===== config.mk =====
export PLATFORM = sky130hd
export DESIGN_NAME = txdma_chan_status
export DESIGN_NICKNAME = d
export VERILOG_FILES = /design/src/rtl/txdma_cs_pkg.sv /design/src/rtl/txdma_cs_lane.sv /design/src/rtl/txdma_cs_errs.sv /design/src/rtl/txdma_cs_regmux.sv /design/src/rtl/txdma_chan_status.sv
export SDC_FILE = /design/constraint.sdc
export NUM_CORES = 1
export LEC_CHECK = 0
export CAP_MARGIN = 40
export CORE_MARGIN = 8
export CORE_UTILIZATION = 52
export DETAILED_ROUTE_END_ITERATION = 6
export PLACE_DENSITY = 0.87
export SYNTH_ARGS = -nofsm -noshare
export SYNTH_HDL_FRONTEND = slang
export SYNTH_SLANG_ARGS = --single-unit

===== constraint.sdc =====
create_clock -name clk -period 3.36 [get_ports clk]
set_input_delay 0.672 -clock clk [delete_from_list [all_inputs] [get_ports clk]]
set_output_delay 0.672 -clock clk [all_outputs]
set_load 0.02 [all_outputs]

===== src/rtl/txdma_cs_pkg.sv =====
package txdma_cs_pkg;
  typedef enum logic [1:0] {
    MODE_OFF       = 2'b00,
    MODE_PAUSE_EOF = 2'b01,
    MODE_NORMAL    = 2'b10,
    MODE_RSVD      = 2'b11
  } chan_mode_e;

  localparam int unsigned CFG_STRIDE = 32'h20;
  localparam int unsigned STAT_OFS   = 32'h100;
  localparam int unsigned ERR_OFS    = 32'h108;
  localparam int unsigned MAX_CH     = 8;

  localparam int unsigned STAT_EMPTY_LSB = 24;
  localparam int unsigned STAT_IDLE_LSB  = 16;
  localparam int unsigned ERR_CRED_LSB   = 0;
  localparam int unsigned ERR_OVR_LSB    = 9;
  localparam int unsigned ERR_LEN_BIT    = 30;
  localparam int unsigned ERR_ADDR_BIT   = 31;

  localparam int unsigned CFG_CREN_BIT = 3;
endpackage


===== src/rtl/txdma_cs_lane.sv =====
module txdma_cs_lane
  import txdma_cs_pkg::*;
#(
  parameter int unsigned CREDIT_MAX = 4,
  parameter int unsigned CREDIT_W   = $clog2(CREDIT_MAX + 1)
) (
  input  logic        clk,
  input  logic        rst_n,
  input  logic        cfg_we,
  input  logic [31:0] cfg_wdata,
  input  logic        act,
  input  logic        req_ready,
  input  logic        fifo_full,
  input  logic        credit_ret,
  output logic        req_valid,
  output logic        buf_empty,
  output logic        no_pend,
  output logic        cred_err_set,
  output logic        ovr_set,
  output logic [1:0]  mode,
  output logic        cren,
  output logic [31:0] cfg_rd
);
  localparam logic [CREDIT_W-1:0] CMAX = CREDIT_W'(CREDIT_MAX);

  chan_mode_e          mode_q;
  logic                cren_q;
  logic                occ_q;
  logic                paused_q;
  logic [CREDIT_W-1:0] credit_q;

  logic can_issue;
  logic credit_ok;
  logic fire;
  logic spend;

  always_comb begin
    can_issue = (mode_q == MODE_NORMAL) ||
                ((mode_q == MODE_PAUSE_EOF) && !paused_q);
    credit_ok = !cren_q || (credit_q != '0);
    req_valid = occ_q && can_issue && credit_ok;
    fire      = req_valid && req_ready;
    spend     = fire && cren_q;
  end

  always_ff @(posedge clk) begin
    if (!rst_n) begin
      mode_q   <= MODE_OFF;
      cren_q   <= 1'b0;
      paused_q <= 1'b0;
    end else if (cfg_we) begin
      mode_q   <= chan_mode_e'(cfg_wdata[31:30]);
      cren_q   <= cfg_wdata[CFG_CREN_BIT];
      paused_q <= 1'b0;
    end else if (fire && (mode_q == MODE_PAUSE_EOF)) begin
      paused_q <= 1'b1;
    end
  end

  always_ff @(posedge clk) begin
    if (!rst_n) occ_q <= 1'b0;
    else        occ_q <= act || (occ_q && !fire);
  end

  always_ff @(posedge clk) begin
    if (!rst_n) begin
      credit_q <= CMAX;
    end else if (credit_ret && !spend) begin
      if (credit_q != CMAX) credit_q <= credit_q + 1'b1;
    end else if (spend && !credit_ret) begin
      if (credit_q != '0) credit_q <= credit_q - 1'b1;
    end
  end

  assign buf_empty    = !occ_q;
  assign no_pend      = (credit_q == CMAX);
  assign cred_err_set = fifo_full && cren_q && (credit_q != '0);
  assign ovr_set      = act && occ_q && !fire;
  assign mode         = mode_q;
  assign cren         = cren_q;

  always_comb begin
    cfg_rd               = '0;
    cfg_rd[31:30]        = mode_q;
    cfg_rd[CFG_CREN_BIT] = cren_q;
  end
endmodule


===== src/rtl/txdma_cs_errs.sv =====
module txdma_cs_errs
  import txdma_cs_pkg::*;
#(
  parameter int unsigned NUM_CH = 8
) (
  input  logic              clk,
  input  logic              rst_n,
  input  logic [NUM_CH-1:0] cred_set,
  input  logic [NUM_CH-1:0] ovr_set,
  input  logic              addr_err,
  input  logic              len_err,
  input  logic              clr_we,
  input  logic [31:0]       clr_mask,
  output logic [31:0]       err_q
);
  logic [31:0] set_vec;

  always_comb begin
    set_vec = '0;
    set_vec[ERR_ADDR_BIT] = addr_err;
    set_vec[ERR_LEN_BIT]  = len_err;
    for (int i = 0; i < NUM_CH; i++) begin
      set_vec[ERR_CRED_LSB + i] = cred_set[i];
      set_vec[ERR_OVR_LSB + i]  = ovr_set[i];
    end
  end

  always_ff @(posedge clk) begin
    if (!rst_n) err_q <= '0;
    else        err_q <= (err_q & ~(clr_we ? clr_mask : 32'h0)) | set_vec;
  end
endmodule


===== src/rtl/txdma_cs_regmux.sv =====
module txdma_cs_regmux
  import txdma_cs_pkg::*;
#(
  parameter int unsigned NUM_CH = 8,
  parameter int unsigned ADDR_W = 9
) (
  input  logic [ADDR_W-1:0]    reg_addr,
  input  logic [32*NUM_CH-1:0] cfg_rd,
  input  logic [31:0]          stat_vec,
  input  logic [31:0]          err_vec,
  output logic [31:0]          reg_rdata
);
  always_comb begin
    reg_rdata = '0;
    if (reg_addr == ADDR_W'(STAT_OFS)) reg_rdata = stat_vec;
    if (reg_addr == ADDR_W'(ERR_OFS))  reg_rdata = err_vec;
    for (int i = 0; i < NUM_CH; i++) begin
      if (reg_addr == ADDR_W'(i * CFG_STRIDE)) reg_rdata = cfg_rd[32*i +: 32];
    end
  end
endmodule


===== src/rtl/txdma_chan_status.sv =====
module txdma_chan_status
  import txdma_cs_pkg::*;
#(
  parameter int unsigned NUM_CH     = 8,
  parameter int unsigned CREDIT_MAX = 4,
  parameter int unsigned ADDR_W     = 9
) (
  input  logic              clk,
  input  logic              rst_n,
  input  logic [ADDR_W-1:0] reg_addr,
  input  logic              reg_wr,
  input  logic [31:0]       reg_wdata,
  output logic [31:0]       reg_rdata,
  input  logic [NUM_CH-1:0] act,
  output logic [NUM_CH-1:0] req_valid,
  input  logic [NUM_CH-1:0] req_ready,
  input  logic [NUM_CH-1:0] fifo_full,
  input  logic [NUM_CH-1:0] credit_ret,
  input  logic              addr_err,
  input  logic              len_err
);
  localparam int unsigned CREDIT_W = $clog2(CREDIT_MAX + 1);

  initial begin
    if (NUM_CH > MAX_CH) $error("NUM_CH exceeds the status field width");
  end

  logic [NUM_CH-1:0]   buf_empty;
  logic [NUM_CH-1:0]   no_pend;
  logic [NUM_CH-1:0]   cred_set;
  logic [NUM_CH-1:0]   ovr_set;
  logic [NUM_CH-1:0]   cren_vec;
  logic [2*NUM_CH-1:0] mode_vec;
  logic [32*NUM_CH-1:0] cfg_rd;
  logic [31:0]         stat_vec;
  logic [31:0]         err_vec;

  for (genvar g = 0; g < NUM_CH; g++) begin : g_lane
    logic cfg_we;
    assign cfg_we = reg_wr && (reg_addr == ADDR_W'(g * CFG_STRIDE));

    txdma_cs_lane #(
      .CREDIT_MAX (CREDIT_MAX),
      .CREDIT_W   (CREDIT_W)
    ) u_lane (
      .clk          (clk),
      .rst_n        (rst_n),
      .cfg_we       (cfg_we),
      .cfg_wdata    (reg_wdata),
      .act          (act[g]),
      .req_ready    (req_ready[g]),
      .fifo_full    (fifo_full[g]),
      .credit_ret   (credit_ret[g]),
      .req_valid    (req_valid[g]),
      .buf_empty    (buf_empty[g]),
      .no_pend      (no_pend[g]),
      .cred_err_set (cred_set[g]),
      .ovr_set      (ovr_set[g]),
      .mode         (mode_vec[2*g +: 2]),
      .cren         (cren_vec[g]),
      .cfg_rd       (cfg_rd[32*g +: 32])
    );
  end

  always_comb begin
    stat_vec = '0;
    stat_vec[STAT_EMPTY_LSB +: NUM_CH] = buf_empty;
    stat_vec[STAT_IDLE_LSB  +: NUM_CH] = no_pend;
  end

  txdma_cs_errs #(.NUM_CH(NUM_CH)) u_errs (
    .clk      (clk),
    .rst_n    (rst_n),
    .cred_set (cred_set),
    .ovr_set  (ovr_set),
    .addr_err (addr_err),
    .len_err  (len_err),
    .clr_we   (reg_wr && (reg_addr == ADDR_W'(ERR_OFS))),
    .clr_mask (reg_wdata),
    .err_q    (err_vec)
  );

  txdma_cs_regmux #(.NUM_CH(NUM_CH), .ADDR_W(ADDR_W)) u_mux (
    .reg_addr  (reg_addr),
    .cfg_rd    (cfg_rd),
    .stat_vec  (stat_vec),
    .err_vec   (err_vec),
    .reg_rdata (reg_rdata)
  );
endmodule


==> metrics.md <==
| Metric | Value |
|---|---|
| GRT Total Usage | 22.73% |
| Die H | 121.5 um |
| RSZ-0062 raised after global routing | false |
| First-pass GRT wire length | 27590 um |
| Mux contribution to synthesized area | 7.978% |
| Post-Synth Simple-Gate Area | 23.24% |
| Share of layout cells above drive strength 1 | 9.950% |
| Worst VDD drop | 0.0003082 V |
| Met1 GRT Util | 27.68% |
| Busiest layer in global routing | met2 |
| Largest net degree at the start of global routing | 92 |
| Nets | 876 |
| Clock Sinks | 96 |
| Startpoint types | input pin |
| Post-Synth XOR/XNOR Area | 0.9081% |
| Synth Area per Inst | 8.599 um2 |
| DRT Pass-1 Iters | 6 |
| Total grt overflow | 0 |
| Total number of vias | 5942 |
| GPL Wtd Cong | 0.9532 |
| EDFF count, synth | 0 |
| Setup ws final | 57.73 ps |
| Final wirelength | 17270 um |
| Syn_nets | 759 |
| Final Setup Violations | 0 |
| Rel. slew slack | 49.80% |
| Total power | 0.002304 W |
| Flops & latches, synth | 96 |
| Post-synthesis sequential area ratio | 33.21% |
| Crit path arrival time | 2630 ps |
| Vias in the first global route | 5680 |
| Final worst path period need | 3302 ps |
| WP data required | 2690 ps |
| Final period utilization | 98.28% |
| Crit. End Element | output port |
| Yosys warnings | 0 |
| Cell Area, Synth | 0.005787 mm2 |
| Met2 usage | 38.17% |
| Later-pin clock latency in the skew report | 370 ps |
| IO Pins | 118 |
| Initial DRC Count | 608 |
| DP Wirelength | 12930 um |
| Hold Fails Final Rpt | 0 |
| Core area | 0.01084 mm2 |
| Unique masters post-synth | 72 |
| Post-Layout Cell Count | 934 |
| ANT nets after route | 0 |
| Cell area power density | 313.7 mW/mm2 |
| Max clock buf depth | 2 |
| Drt drc | 0 |
| Clock Skew | 8.862 ps |
| Max Cap Violations | 0 |
| Initial Util | 53.38% |
| Antenna violations before repair | 0 |
| Main combinational cell family by area after synthesis | compound AO/OA/AOI/OAI gates |
| Post-synth ARST share | 0% |
| Layout area overhead | 26.92% |
| Kind of critical path | input pin to output port |
| Placed Cells | 918 |
| Hold-fix buffers, CTS | 0 |
| Die X | 121.5 um |
| Pins Over Slew Limit | 0 |
| Num rows | 38 |
| Die area | 0.01476 mm2 |
| I/O Buffers | 117 |
| ANT cells | 0 |
| Leakage power figure | 3.196 nW |
| Synth Area in Compound Gates | 27.42% |
| Root Buffer | clkbuf_8 |
| Worst-path maximum fanout | 5 |
| Hold WC Path Type | flip-flop to flip-flop |
| Synth Flop Type | dfxtp_1 |
| CTS tree | done |
| Cells after synthesis | 673 |
| CTS buffer count | 9 |
| Synth Area in Adders | 2.768% |
| Fmax | 0.3028 GHz |
| Worst Max-Slew Pin Slew | 747.3 ps |
| WL/cell | 18.49 um |
| Internal reg-to-reg setup slack | 730 ps |
| Dpl ws | -240.9 ps |
| Status | finished clean |
| Clock-pin transition on the worst setup and hold timing paths | 90 ps |
| GRT met3 Usage | 6.701% |
| Vias/cell | 6.362 |
| H-Tree Depth | 3 |
## registers in the layout, indices dropped and copies added, names as in the netlist
register and count:
g_lane.u_lane.credit_q 24, g_lane.u_lane.cren 8, g_lane.u_lane.mode 16, g_lane.u_lane.paused_q 8
u_errs.err_q 32, g_lane.u_lane.occ_q 8
## report_power, final
| part | switching, W | total [W] | internal, W | leakage [nW] |
|---|---|---|---|---|
| registers | 0.0000564 | 0.00123 | 0.00117 | 0.780 |
| logic | 0.000184 | 0.000381 | 0.000197 | 2.33 |
| clock network | 0.000408 | 0.000692 | 0.000284 | 0.0841 |
## per-layer routing
metal / wire, um / part of all wire, %
met1: 7079 / 41
met4: 309 / 1.8
met5: 0 / 0
met3: 1636 / 9.5
met2: 8248 / 48
## placed cells by master (no fill, tap or decap), types with 9 or more instances in the layout
| master | instances |
|---|---|
| dfxtp_1 | 96 |
| clkdlybuf4s50_1 | 84 |
| nand2_1 | 83 |
| a21oi_1 | 39 |
| nor2_1 | 36 |
| mux2i_1 | 36 |
| buf_4 | 30 |
| o21ai_0 | 24 |
| dlygate4sd2_1 | 22 |
| and2_1 | 21 |
| nor2b_1 | 17 |
| nor3_1 | 16 |
| inv_1 | 13 |
| nand3_1 | 12 |
| a31oi_1 | 12 |
| o21a_1 | 12 |
| o2111ai_1 | 12 |
| nor3b_1 | 11 |
| nand2b_1 | 11 |
| or3_1 | 10 |
| o211a_1 | 10 |
| clkbuf_8 | 10 |
| o2111a_1 | 9 |
## worst paths after layout
check                            from                            to  depth (start not counted)
max                       reg_addr[2]                 reg_rdata[16]                          7
min                   u_errs.err_q[8]               u_errs.err_q[8]                          2
max reg2reg  g_lane[0].u_lane.mode[0]  g_lane[0].u_lane.credit_q[1]                          6
min reg2reg           u_errs.err_q[8]               u_errs.err_q[8]                          2
## synth_stat cells (5+ instances only)
cell	count	share of area [%]
o31ai_1	7	0.91
and3_1	6	0.65
nor2b_1	17	1.8
nor2_1	36	2.3
nand2b_1	11	1.2
a211oi_1	8	1.0
o21ai_0	24	2.1
o221ai_1	5	0.76
dfxtp_1	96	33
and2_1	21	2.3
a21boi_0	6	0.78
nand2_1	83	5.4
nand3_1	12	1.0
buf_4	9	1.2
nor3b_1	11	1.4
o2bb2ai_1	8	1.2
fa_1	8	2.8
nand3b_1	6	0.78
a32o_1	6	1.0
a31oi_1	12	1.3
o2111a_1	9	1.8
mux2i_1	36	6.2
clkbuf_1	27	1.8
inv_1	13	0.84
nand4_1	5	0.54
nor3_1	16	1.4
o21a_1	12	1.6
o211ai_1	5	0.65
o211a_1	10	1.7
a31o_1	8	1.2
o2111ai_1	12	1.8
or3_1	10	1.1
a21oi_1	40	3.5
## layout make-up
cell class,count,area (um2)
multi-input cells,520,3616
fillers,861,3496
flip-flops and latches,96,1922
repair buffers,150,1411
well taps,140,175.2
clock buffers,10,137.6
inverters,13,48.80
clock inverters,5,33.78
## kinds of logic (layout without fill, tap and decap cells)
kind of cell | after synthesis | count (layout)
and+or+nand+nor | 252 | 252
muxes | 42 | 42
AOI/OAI and AO/OA | 212 | 212
adders and majority gates | 8 | 8
DFF | 96 | 96
xor gates and xnor gates | 6 | 6
buffers and inverters | 57 | 178
## repair_timing
action                                  4_1_cts  5_1_grt
setup buffers                                 1        0
endpoints found under the setup margin       30       13
resized for setup                            32       14
pin swaps                                     0        0
## per-stage QoR
| stage | area (um2) | util, % | setup TNS (ps) | hold WS [ps] |
|---|---|---|---|---|
| after floorplan | 5787 | - | 0 | 407.4 |
| after global placement | 7196 | 66.38 | -2754 | 418.1 |
| after detailed placement | 7196 | 66.38 | -4012 | 424.6 |
| after CTS | 7345 | 67.75 | 0 | 440.7 |
| after global routing | 7345 | 67.75 | 0 | 465.2 |
| final | 7345 | 67.75 | 0 | 438.1 |
## critical path, stage by stage
cell	delay [ps]
clkdlybuf4s50_1	470
nor4_4	380
nand2_2	150
nor3b_4	260
buf_4	180
a32o_1	170
dlygate4sd2_1	330
(Power assumes the default switching activity.)
